$ cat config.mk
export PLATFORM = sky130hd
export DESIGN_NAME = int_alu
export DESIGN_NICKNAME = d
export VERILOG_FILES = /design/src/rtl/ialu_pkg.sv /design/src/rtl/ialu_adder.sv /design/src/rtl/ialu_logic.sv /design/src/rtl/ialu_cmp.sv /design/src/rtl/int_alu.sv
export SDC_FILE = /design/constraint.sdc
export NUM_CORES = 1
export LEC_CHECK = 0
export ABC_AREA = 1
export ABC_CLOCK_PERIOD_IN_PS = 13190
export BUFFER_PORTS_ARGS = -buffer_cell sky130_fd_sc_hd__buf_2
export CAP_MARGIN = 20
export CORE_UTILIZATION = 55
export DETAILED_ROUTE_END_ITERATION = 12
export PLACE_DENSITY_LB_ADDON = 0.05
export SYNTH_ARGS = -nofsm -noshare
export SYNTH_HDL_FRONTEND = slang
export SYNTH_SLANG_ARGS = --single-unit
$ cat constraint.sdc
create_clock -name vclk -period 13.19
set_input_delay 0 -clock vclk [all_inputs]
set_output_delay 0 -clock vclk [all_outputs]
set_load 0.005 [all_outputs]
$ cat src/rtl/ialu_pkg.sv
package ialu_pkg;

    localparam int MODE_W = 4;

    typedef enum logic [MODE_W-1:0] {
        MD_ADD  = 4'd0,
        MD_ADDU = 4'd1,
        MD_SUB  = 4'd2,
        MD_SUBU = 4'd3,
        MD_AND  = 4'd4,
        MD_OR   = 4'd5,
        MD_XOR  = 4'd6,
        MD_NOR  = 4'd7,
        MD_SLT  = 4'd10,
        MD_SLTU = 4'd11
    } alu_mode_e;

    typedef enum logic [1:0] {
        UNIT_ARITH = 2'd0,
        UNIT_LOGIC = 2'd1,
        UNIT_CMP   = 2'd2,
        UNIT_NONE  = 2'd3
    } unit_e;

    typedef enum logic [1:0] {
        LG_AND = 2'd0,
        LG_OR  = 2'd1,
        LG_XOR = 2'd2,
        LG_NOR = 2'd3
    } logic_op_e;

    typedef struct packed {
        unit_e     unit;
        logic      sub;   // invert B, carry-in of one
        logic      sgn;   // signed interpretation
        logic_op_e lop;
    } alu_ctrl_t;

    typedef struct packed {
        logic carry;
        logic ovf;
        logic zero;
    } alu_flags_t;

    function automatic alu_ctrl_t decode_mode(input logic [MODE_W-1:0] m);
        alu_ctrl_t c;
        c.unit = UNIT_NONE;
        c.sub  = 1'b0;
        c.sgn  = 1'b0;
        c.lop  = LG_AND;
        case (alu_mode_e'(m))
            MD_ADD:  begin c.unit = UNIT_ARITH; c.sgn = 1'b1; end
            MD_ADDU: begin c.unit = UNIT_ARITH; end
            MD_SUB:  begin c.unit = UNIT_ARITH; c.sub = 1'b1; c.sgn = 1'b1; end
            MD_SUBU: begin c.unit = UNIT_ARITH; c.sub = 1'b1; end
            MD_AND:  begin c.unit = UNIT_LOGIC; c.lop = LG_AND; end
            MD_OR:   begin c.unit = UNIT_LOGIC; c.lop = LG_OR;  end
            MD_XOR:  begin c.unit = UNIT_LOGIC; c.lop = LG_XOR; end
            MD_NOR:  begin c.unit = UNIT_LOGIC; c.lop = LG_NOR; end
            MD_SLT:  begin c.unit = UNIT_CMP; c.sub = 1'b1; c.sgn = 1'b1; end
            MD_SLTU: begin c.unit = UNIT_CMP; c.sub = 1'b1; end
            default: ;
        endcase
        return c;
    endfunction

endpackage

$ cat src/rtl/ialu_adder.sv
module ialu_adder #(
    parameter int W  = 32,
    parameter int GW = 4
) (
    input  logic [W-1:0] a,
    input  logic [W-1:0] b,
    input  logic         sub,
    output logic [W-1:0] sum,
    output logic         carry_in_msb,
    output logic         carry_out
);
    localparam int NG = W / GW;

    logic [W-1:0]  bx;
    logic [NG:0]   gcarry;
    logic [W-1:0]  cin_bit;

    assign bx        = sub ? ~b : b;
    assign gcarry[0] = sub;

    for (genvar gi = 0; gi < NG; gi++) begin : g_grp
        logic [GW:0]   lc;
        logic [GW-1:0] gg;
        logic [GW-1:0] pp;
        logic          grp_g;
        logic          grp_p;

        assign lc[0] = gcarry[gi];

        for (genvar bi = 0; bi < GW; bi++) begin : g_bit
            localparam int K = gi * GW + bi;
            assign gg[bi]     = a[K] & bx[K];
            assign pp[bi]     = a[K] ^ bx[K];
            assign lc[bi+1]   = gg[bi] | (pp[bi] & lc[bi]);
            assign sum[K]     = pp[bi] ^ lc[bi];
            assign cin_bit[K] = lc[bi];
        end

        // group generate / propagate for the lookahead chain
        always_comb begin
            grp_g = 1'b0;
            grp_p = 1'b1;
            for (int j = 0; j < GW; j++) begin
                grp_g = gg[j] | (pp[j] & grp_g);
                grp_p = grp_p & pp[j];
            end
        end

        assign gcarry[gi+1] = grp_g | (grp_p & gcarry[gi]);

        // lookahead carry must match the in-group ripple
        always_comb begin
            AST_GROUP_CARRY: assert (lc[GW] == gcarry[gi+1]);
        end
    end

    assign carry_out    = gcarry[NG];
    assign carry_in_msb = cin_bit[W-1];

endmodule

$ cat src/rtl/ialu_logic.sv
module ialu_logic
    import ialu_pkg::*;
#(
    parameter int W = 32
) (
    input  logic [W-1:0] a,
    input  logic [W-1:0] b,
    input  logic_op_e    lop,
    output logic [W-1:0] y
);
    always_comb begin
        case (lop)
            LG_AND:  y = a & b;
            LG_OR:   y = a | b;
            LG_XOR:  y = a ^ b;
            LG_NOR:  y = ~(a | b);
            default: y = '0;
        endcase
    end
endmodule

$ cat src/rtl/ialu_cmp.sv
module ialu_cmp (
    input  logic diff_msb,
    input  logic ovf_raw,
    input  logic carry,
    input  logic sgn,
    output logic lt
);
    // signed: sign of the difference corrected by overflow
    // unsigned: a borrow means A < B
    assign lt = sgn ? (diff_msb ^ ovf_raw) : ~carry;
endmodule

$ cat src/rtl/int_alu.sv
module int_alu
    import ialu_pkg::*;
#(
    parameter int W       = 32,
    parameter int GROUP_W = 4
) (
    input  logic [W-1:0]      op_a,
    input  logic [W-1:0]      op_b,
    input  logic [MODE_W-1:0] mode,
    output logic [W-1:0]      result,
    output logic              carry_out,
    output logic              overflow,
    output logic              zero
);
    alu_ctrl_t  ctrl;
    alu_flags_t flg;
    logic [W-1:0] sum;
    logic [W-1:0] lres;
    logic         c_msb_in;
    logic         c_out;
    logic         ovf_raw;
    logic         lt;

    assign ctrl = decode_mode(mode);

    ialu_adder #(.W(W), .GW(GROUP_W)) u_add (
        .a            (op_a),
        .b            (op_b),
        .sub          (ctrl.sub),
        .sum          (sum),
        .carry_in_msb (c_msb_in),
        .carry_out    (c_out)
    );

    ialu_logic #(.W(W)) u_lg (
        .a   (op_a),
        .b   (op_b),
        .lop (ctrl.lop),
        .y   (lres)
    );

    assign ovf_raw = c_msb_in ^ c_out;

    ialu_cmp u_cmp (
        .diff_msb (sum[W-1]),
        .ovf_raw  (ovf_raw),
        .carry    (c_out),
        .sgn      (ctrl.sgn),
        .lt       (lt)
    );

    always_comb begin
        result    = '0;
        flg.carry = 1'b0;
        flg.ovf   = 1'b0;
        case (ctrl.unit)
            UNIT_ARITH: begin
                result    = sum;
                flg.carry = c_out;
                flg.ovf   = ctrl.sgn & ovf_raw;
            end
            UNIT_LOGIC: result = lres;
            UNIT_CMP: begin
                result    = {{(W-1){1'b0}}, lt};
                flg.carry = c_out;
            end
            default: ;
        endcase
        flg.zero = ~|result;
    end

    assign carry_out = flg.carry;
    assign overflow  = flg.ovf;
    assign zero      = flg.zero;

    // independent reference terms for the checks below
    logic [W-1:0] ref_bx;
    logic [W:0]   ref_sum;
    assign ref_bx  = ctrl.sub ? ~op_b : op_b;
    assign ref_sum = {1'b0, op_a} + {1'b0, ref_bx} + {{W{1'b0}}, ctrl.sub};

    always_comb begin
        if (ctrl.unit == UNIT_ARITH)
            AST_ARITH_SUM: assert ({carry_out, result} == ref_sum);
        if (ctrl.unit == UNIT_ARITH && ctrl.sgn)
            AST_SIGNED_OVF: assert (overflow == ((op_a[W-1] == ref_bx[W-1]) && (result[W-1] != op_a[W-1])));
        if (ctrl.unit == UNIT_ARITH && !ctrl.sgn)
            AST_NO_OVERFLOW: assert (!overflow);
        if (ctrl.unit == UNIT_LOGIC)
            AST_LOGIC_FLAGS: assert (!carry_out && !overflow);
        if (ctrl.unit == UNIT_CMP)
            AST_CMP_UPPER: assert (result[W-1:1] == '0 && !overflow);
        if (ctrl.unit == UNIT_CMP && ctrl.sgn)
            AST_SLT_ORDER: assert (result[0] == ($signed(op_a) < $signed(op_b)));
        if (ctrl.unit == UNIT_CMP && !ctrl.sgn)
            AST_SLTU_ORDER: assert (result[0] == (op_a < op_b));
        if (ctrl.unit == UNIT_NONE)
            AST_UNUSED_MODE: assert (result == '0 && !carry_out && !overflow);
    end

endmodule

==> flow_summary_export.csv, run 1 <==
group,metric,value,unit
clock_tree,hold_buffers,0,
routing,first_pass_iters,5,
routing,wire_per_inst,15.2,µm
timing,rsz0062_at_grt,"false",
grt,grt_pass1_vias,3966,
power_and_ir_drop,power_switching_share,0.601,
synth,synth.area.mux_share,0,
placement,dp_worst_setup_slack,7.59,ns
worst_setup_path,cpLargestDelayFamily,"simple AND/OR/NAND/NOR gates",
synth,yosys-top-cells-area,"ha_1, inv_1, fa_1",
job,maxCapViolCount,0,
die,dieWidth,89.2,µm
power_and_ir_drop,sequentialPowerShare,0,
final_layout,areaGrowthSynthToFinish,12.7,%
die,io_pins,103,
routing,vias_per_cell,5.62,
final_layout,num_antenna_cells,0,
worst_setup_path,slowest_stage,"nor2_4",
power_and_ir_drop,power.leakage,2.67,nW
worst_setup_path,worstPathArrival,5.60,ns
die,die_area,7960,µm²
synth,avgSynthCellArea,6.90,µm²
min_path,hold_class,"input pin to output pin",
final_layout,nClkBuffers,0,
placement,place_congestion,0.895,
synth,netlist.area_leader.share,0.287,
synth,synthAdderAreaFrac,0.397,
synth,synth_xor_area_frac,0.0649,
worst_setup_path,crit_path_end_kind,"output pin",
power_and_ir_drop,p_int,0.0821,mW
routing,drt_iter0_markers,261,
synth,synth_top_family_by_area,"adder cells",
power_and_ir_drop,vdd_drop_max,0.0186,mV
power_and_ir_drop,switchingPower,0.124,mW
timing,fin_setup_tns,0,ns
worst_setup_path,timing.critical_path.mode_cell,"nand2_1",
synth,ys_top_cells_by_count,"inv_1, ha_1, nand2_1",
synth,yosysMostFrequentCell,"inv_1",
routing,ant_nets,0,
timing,min_period_over_period,0.424,
grt,track_usage,0.295,
synth,syn_area,4180,µm²
power_and_ir_drop,power_density,43.7,nW/µm²
synth,synth-simple-area-share,0.193,
grt,grt_max_degree,53,
status,status,"finished clean",
power_and_ir_drop,total_power,0.206,mW
routing,drc,0,
final_layout,multi_input_area,3560,µm²
worst_setup_path,critPathMaxStageDelay,0.61,ns
timing,layout_setup_ws,7.59,ns
final_layout,n_fill_cell,704,
worst_setup_path,setup.worst_path.class,"input pin to output pin",
die,die_h,89.2,µm
power_and_ir_drop,p_comb_frac,1.000,
worst_setup_path,start_kind,"input pin",
min_path,hold_start,"op_a[21]",
timing,maxSlewHeadroom,0.269,
routing,wl,11900,µm
final_layout,seq_cells,0,
placement,dp.final_hpwl,8810,µm
synth,yosys_warnings,0,
min_path,hold_end,"result[21]",
worst_setup_path,crit_buf_inv,3,
power_and_ir_drop,clkPwrFrac,0,
synth,syn_inst,606,
placement,io_buffers,103,
synth,synth_top_area_cell,"ha_1",
timing,tightest_slew,1.10,ns
routing,vias,4404,
grt,grt_pass1_wl,18500,µm
clock_tree,post_cts_buffers,0,
grt,grt_antenna_before_repair,0,
timing,finalMaxSlewViolations,0,
synth,synth_cell_type_count,37,
min_path,whs_path_depth,5,
final_layout,final_nets,873,
timing,setup_viol,0,
worst_setup_path,cp_max_fo,33,
final_layout,regArea,0,µm²
clock_tree,cts_resized,0,
die,coreArea,7290,µm²
timing,max_freq,179,MHz
timing,period_minus_slack,5.60,ns
final_layout,drive_gt1_frac,0.194,
synth,yosysSeqAreaShare,0,
die,rows,31,
die,initial_core_util,0.573,
synth,synth_compound_area_frac,0.196,
grt,grt-ovfl-total,0,
worst_setup_path,crit_required,13.19,ns
synth,syn-num-nets,793,
timing,hold_viol,0,
[worst min-delay path, delay by kind of cell]
family                   cells  cell delay [ns]
adder cells (fa/ha/maj)      1             0.17
buffers and inverters        3             0.28
AO/OA/AOI/OAI                1             0.07
[placed cells by master, fill, tap and decap left out, drive strengths merged]
cell type	n
ha	96
nor3	2
nand3	13
o21ai	43
a22oi	2
nor2	36
inv	134
or2	9
clkinv	1
o221ai	1
nor4	5
a21oi	18
nand4	27
a31o	1
buf	104
o21a	4
fa	23
xor2	31
a221oi	1
o22ai	20
o2111ai	13
a211oi	16
a32oi	9
nand2	75
[cell type report]
cell class | count | share of cell area
Multi-Input combinational cell | 445 | 0.755
Inverter | 135 | 0.108
Tap cell | 99 | 0.0263
Timing Repair Buffer | 104 | 0.111
[metal layers]
layer  up-vias  share of wire  track usage
li1       2192              -            -
met1      2029           0.44        0.388
met2       159           0.48        0.525
met3        24          0.055       0.0231
met4         0          0.021       0.0693
met5         -              0            0
[stage by stage]
step	cell area, µm²	instances	hold WS, ns	util
global route	4710	783	0.538	0.646
global placement	4710	783	0.511	0.646
detailed placement	4710	783	0.512	0.646
CTS	4710	783	0.513	0.646
floorplan	4180	606	0.182	-
finish	4710	783	0.524	0.646
[cell families after synthesis]
family          Yosys count
xor+xnor                 31
simple gates            167
compound gates          128
buf+inv                 161
fa+ha+maj               119
[power by group through the flow]
| stage | combinational (mW) | clock, mW | sequential, mW |
|---|---|---|---|
| 2_1_floorplan | 0.134 | 0 | 0 |
| 3_5_place_dp | 0.204 | 0 | 0 |
| 5_1_grt | 0.236 | 0 | 0 |
| 3_3_place_gp | 0.198 | 0 | 0 |
| 4_1_cts | 0.205 | 0 | 0 |
| 6_report | 0.206 | 0 | 0 |
[worst max-delay path by stage]
stage	to	startpoint	slack, ns	cells past startpoint
2_1_floorplan	zero	mode[2]	8.70	32
3_5_place_dp	zero	mode[3]	7.59	37
6_report	zero	mode[3]	7.59	37
4_1_cts	zero	mode[3]	7.57	37
3_3_place_gp	zero	mode[3]	7.73	37
5_1_grt	zero	mode[3]	7.05	37
(Power assumes the default switching activity.)
==> run 2, diff against run 1 <==
Settings changed: ABC_CLOCK_PERIOD_IN_PS 13190 to 4800, CORE_UTILIZATION 55 to 52.
Clock period 13.19 ns to 4.8 ns, I/O delays scaled along.
==> run 2 against run 1 <==
Effect of this change:
- combinational power rose to 2.9 times the previous value
- first-iteration DRC count down 22%
- critical path depth is 7 lower
- via count grew 2.5%
- clock-buffer cell count did not move
- final area rose by 4.1%
- sequential share of layout area unchanged
- worst setup slack worse by 7.2 ns
- flip-flop and latch count unchanged
- wire length increased by 5.1%
==> flow_summary_export.csv, run 2 (synthesized netlist as in run 1, its figures left out) <==
group,metric,value,unit
power_and_ir_drop,switchingPower,0.358,mW
final_layout,num_antenna_cells,0,
power_and_ir_drop,power_switching_share,0.591,
final_layout,final_nets,886,
worst_setup_path,timing.critical_path.mode_cell,"nand2_1",
routing,first_pass_iters,5,
routing,ant_nets,0,
power_and_ir_drop,power_density,123,nW/µm²
worst_setup_path,worstPathArrival,4.42,ns
min_path,hold_end,"result[14]",
timing,hold_viol,0,
placement,io_buffers,103,
worst_setup_path,setup.worst_path.class,"input pin to output pin",
final_layout,final_cell_mix,"inv_1, buf_2, ha_1",
final_layout,regArea,0,µm²
timing,fin_setup_tns,0,ns
die,rows,32,
final_layout,areaGrowthSynthToFinish,17.2,%
worst_setup_path,crit_path_end_kind,"output pin",
power_and_ir_drop,sequentialPowerShare,0,
die,io_pins,103,
power_and_ir_drop,vdd_drop_max,0.0599,mV
die,dieWidth,91.7,µm
power_and_ir_drop,p_int,0.247,mW
timing,maxSlewHeadroom,0.339,
grt,grt-ovfl-total,0,
grt,grt_pass1_wl,20400,µm
routing,wl,12500,µm
die,initial_core_util,0.538,
worst_setup_path,start_kind,"input pin",
final_layout,drive_gt1_frac,0.231,
status,status,"finished clean",
min_path,whs_path_depth,5,
routing,wire_per_inst,15.6,µm
worst_setup_path,crit_required,4.80,ns
placement,dp.final_hpwl,9610,µm
routing,vias_per_cell,5.65,
routing,drc,0,
timing,max_freq,226,MHz
worst_setup_path,crit_buf_inv,3,
routing,drt_iter0_markers,203,
final_layout,seq_cells,0,
worst_setup_path,cpLargestDelayFamily,"simple AND/OR/NAND/NOR gates",
timing,min_period_over_period,0.920,
grt,grt_antenna_before_repair,0,
timing,finalMaxSlewViolations,0,
die,die_area,8400,µm²
worst_setup_path,critPathMaxStageDelay,0.43,ns
power_and_ir_drop,clkPwrFrac,0,
timing,setup_viol,0,
min_path,hold_class,"input pin to output pin",
timing,holdWs,0.531,ns
final_layout,final_common_cell,"inv_1",
timing,tightest_slew,0.988,ns
grt,grt_max_degree,47,
routing,vias,4516,
power_and_ir_drop,p_comb_frac,1.000,
clock_tree,hold_buffers,0,
die,coreArea,7770,µm²
final_layout,nClkBuffers,0,
grt,grt_pass1_vias,4321,
worst_setup_path,slowest_stage,"fa_1",
worst_setup_path,cp_max_fo,8,
power_and_ir_drop,power.leakage,2.74,nW
job,maxCapViolCount,0,
die,die_h,91.7,µm
timing,period_minus_slack,4.42,ns
grt,track_usage,0.297,
placement,place_congestion,0.929,
min_path,hold_start,"op_a[14]",
[run 2: cell types whose count changed in the layout (fill, tap and decap cells not counted), moves of 3 or more]
cell | before | now
o21ai_1 | 2 | 5
fa_1 | 23 | 18
nor4_2 | 0 | 3
xor2_1 | 31 | 28
fa_2 | 0 | 5
nor4_1 | 5 | 2
o21ai_0 | 40 | 37
buf_4 | 1 | 13
[run 2: routing by layer]
| layer | track usage | share of wire | routed length (µm) | up-vias |
|---|---|---|---|---|
| met1 | 0.370 | 0.43 | 5420 | 2126 |
| met3 | 0.0249 | 0.052 | 654 | 29 |
| met4 | 0.0780 | 0.024 | 303 | 0 |
| met5 | 0 | 0 | 0 | - |
| li1 | - | - | - | 2213 |
| met2 | 0.546 | 0.49 | 6120 | 148 |
[run 2: repair_timing]
| item | in CTS | in global routing |
|---|---|---|
| setup endpoints to repair | 0 | 1 |
| buffers inserted | 0 | 3 |
| resized for setup | 0 | 22 |
| hold endpoints to repair | 0 | 0 |
[run 2: power by group through the flow]
| stage | clock network (mW) | logic (mW) | registers (mW) |
|---|---|---|---|
| 2_1_floorplan | 0 | 0.368 | 0 |
| 3_3_place_gp | 0 | 0.564 | 0 |
| 3_5_place_dp | 0 | 0.579 | 0 |
| 4_1_cts | 0 | 0.582 | 0 |
| 5_1_grt | 0 | 0.687 | 0 |
| 6_report | 0 | 0.605 | 0 |
[run 2: worst max path at each step]
| stage | startpoint | end | slack, ns | cells past startpoint |
|---|---|---|---|---|
| after CTS | mode[2] | zero | 0.01 | 34 |
| after global routing | mode[3] | zero | -0.03 | 32 |
| after floorplan | mode[2] | zero | 0.31 | 32 |
| after global placement | mode[2] | zero | 0.13 | 29 |
| after detailed placement | mode[2] | zero | 0.02 | 34 |
| final | mode[3] | zero | 0.38 | 30 |
[run 2: area by class of cell]
class	count	area, µm²
fill	738	2870
inverter	135	507
multi-input combinational	445	3640
tap	102	128
timing repair buffer	117	624
[run 2: metrics by stage]
step | setup WS [ns] | cell area [µm²] | instances | power [mW] | util
after floorplan | 0.312 | 4180 | 606 | 0.368 | -
after global placement | 0.134 | 4790 | 796 | 0.564 | 0.617
after detailed placement | 0.0214 | 4790 | 796 | 0.579 | 0.617
after CTS | 0.0113 | 4790 | 796 | 0.582 | 0.617
after global routing | -0.0319 | 4900 | 799 | 0.687 | 0.631
final | 0.384 | 4900 | 799 | 0.605 | 0.631
[run 2: tightest hold or removal path, stage by stage]
cell and delay (ns):
buf_2 0.13, fa_1 0.17, a32oi_1 0.07, inv_1 0.06, buf_2 0.10
==> run 3, diff against run 2 <==
--- a/config.mk
+++ b/config.mk
@@ -12,5 +12,5 @@
 export CORE_UTILIZATION = 52
 export DETAILED_ROUTE_END_ITERATION = 12
-export PLACE_DENSITY_LB_ADDON = 0.05
+export PLACE_DENSITY = 0.81
 export SYNTH_ARGS = -nofsm -noshare
 export SYNTH_HDL_FRONTEND = slang
==> constraint.sdc (replaced) <==
create_clock -name vclk -period 4.8
set_input_delay 0 -clock vclk [all_inputs]
set_output_delay 0 -clock vclk [all_outputs]
set_load 0.1 [all_outputs]
==> run 3 against run 2 <==
Effect of this change:
- power rose by 54%
- cell count rose by 0.38%
- non-clock buffer count rose by 2
- flip-flop and latch count did not move
- combinational power rose by 54%
- maximum frequency fell by 2.7%
- clock-buffer cell count did not move
- hold slack improved by 0.16 ns
- die area did not move
- final area rose by 4.1%
==> flow_summary_export.csv, run 3 (synthesized netlist as in run 1, its figures left out) <==
group,metric,value,unit
worst_setup_path,worstPathArrival,4.54,ns
routing,wire_per_inst,16.0,µm
power_and_ir_drop,power_density,183,nW/µm²
worst_setup_path,crit_cells,35,
worst_setup_path,critPathMaxStageDelay,0.43,ns
routing,drc,0,
worst_setup_path,timing.critical_path.mode_cell,"nand2_2",
placement,io_buffers,103,
grt,grt_max_degree,47,
min_path,hold_class,"input pin to output pin",
grt,grt-ovfl-total,0,
worst_setup_path,crit_buf_inv,3,
die,coreArea,7770,µm²
die,dieWidth,91.7,µm
die,io_pins,103,
final_layout,final_common_cell,"inv_1",
worst_setup_path,cp_max_fo,5,
min_path,whs_path_depth,5,
timing,hold_viol,0,
grt,grt_antenna_before_repair,0,
timing,period_minus_slack,4.54,ns
power_and_ir_drop,total_power,0.931,mW
final_layout,regArea,0,µm²
routing,drt_iter0_markers,328,
die,rows,32,
final_layout,drive_gt1_frac,0.251,
timing,finalMaxSlewViolations,0,
final_layout,num_antenna_cells,0,
grt,grt_pass1_wl,20600,µm
worst_setup_path,start_kind,"input pin",
status,status,"finished clean",
placement,dp_worst_setup_slack,-0.0410,ns
routing,first_pass_iters,5,
worst_setup_path,setup.worst_path.class,"input pin to output pin",
final_layout,seq_cells,0,
final_layout,final_nets,889,
timing,setup_viol,0,
final_layout,final_cell_mix,"inv_1, ha_1, buf_2",
grt,grt_pass1_vias,4457,
power_and_ir_drop,sequentialPowerShare,0,
power_and_ir_drop,power.leakage,2.80,nW
power_and_ir_drop,p_comb_frac,1.000,
timing,max_freq,220,MHz
power_and_ir_drop,power_switching_share,0.701,
placement,dp.final_hpwl,9830,µm
power_and_ir_drop,p_int,0.279,mW
final_layout,areaGrowthSynthToFinish,22.0,%
placement,place_congestion,0.994,
timing,maxSlewHeadroom,0.337,
timing,min_period_over_period,0.946,
die,die_area,8400,µm²
die,initial_core_util,0.538,
power_and_ir_drop,switchingPower,0.653,mW
job,maxCapViolCount,0,
routing,vias_per_cell,5.80,
power_and_ir_drop,vdd_drop_max,0.131,mV
power_and_ir_drop,clkPwrFrac,0,
worst_setup_path,crit_path_end_kind,"output pin",
die,die_h,91.7,µm
routing,vias,4652,
final_layout,nClkBuffers,0,
routing,wl,12900,µm
routing,ant_nets,0,
timing,tightest_slew,0.995,ns
worst_setup_path,slowest_stage,"fa_2",
worst_setup_path,cpLargestDelayFamily,"simple AND/OR/NAND/NOR gates",
grt,track_usage,0.302,
worst_setup_path,crit_required,4.80,ns
timing,layout_setup_ws,0.261,ns
run 3: final timing paths:
path	startpoint	endpoint	slack, ns
setup / recovery	mode[2]	zero	0.26
hold / removal	op_a[26]	result[26]	0.69
run 3: cell type report:
class / instances / area, µm²
tap: 102 / 128
timing repair buffer: 119 / 758
multi-input combinational: 446 / 3710
inverter: 135 / 507
fill: 687 / 2670
run 3: per-layer routing:
metal	routed length (µm)	vias to the layer above	global-route usage
met3	1020	29	0.0323
met5	0	-	0
met4	300	0	0.0966
li1	-	2213	-
met2	6270	209	0.556
met1	5260	2201	0.364
run 3: repair_timing:
item,CTS,global route
gates resized for setup,4,24
pin swaps,1,20
setup endpoints to repair,1,1
hold buffers,0,0
cloned,1,0
setup buffers,0,2
run 3: power groups by stage:
| stage | Sequential (mW) | Combinational (mW) | Clock (mW) |
|---|---|---|---|
| after floorplan | 0 | 0.653 | 0 |
| after global placement | 0 | 0.865 | 0 |
| after detailed placement | 0 | 0.890 | 0 |
| after CTS | 0 | 0.897 | 0 |
| after global routing | 0 | 1.01 | 0 |
| final | 0 | 0.931 | 0 |
run 3: through the flow:
step | hold WS (ns) | TNS [ns] | instances | util | cell area [µm²]
final | 0.695 | 0 | 802 | 0.657 | 5100
after global routing | 0.745 | -0.0701 | 802 | 0.657 | 5100
after CTS | 0.656 | 0 | 800 | 0.644 | 5000
after detailed placement | 0.659 | -0.0410 | 799 | 0.639 | 4970
after global placement | 0.645 | 0 | 799 | 0.639 | 4970
after floorplan | 0.401 | -0.186 | 606 | - | 4220
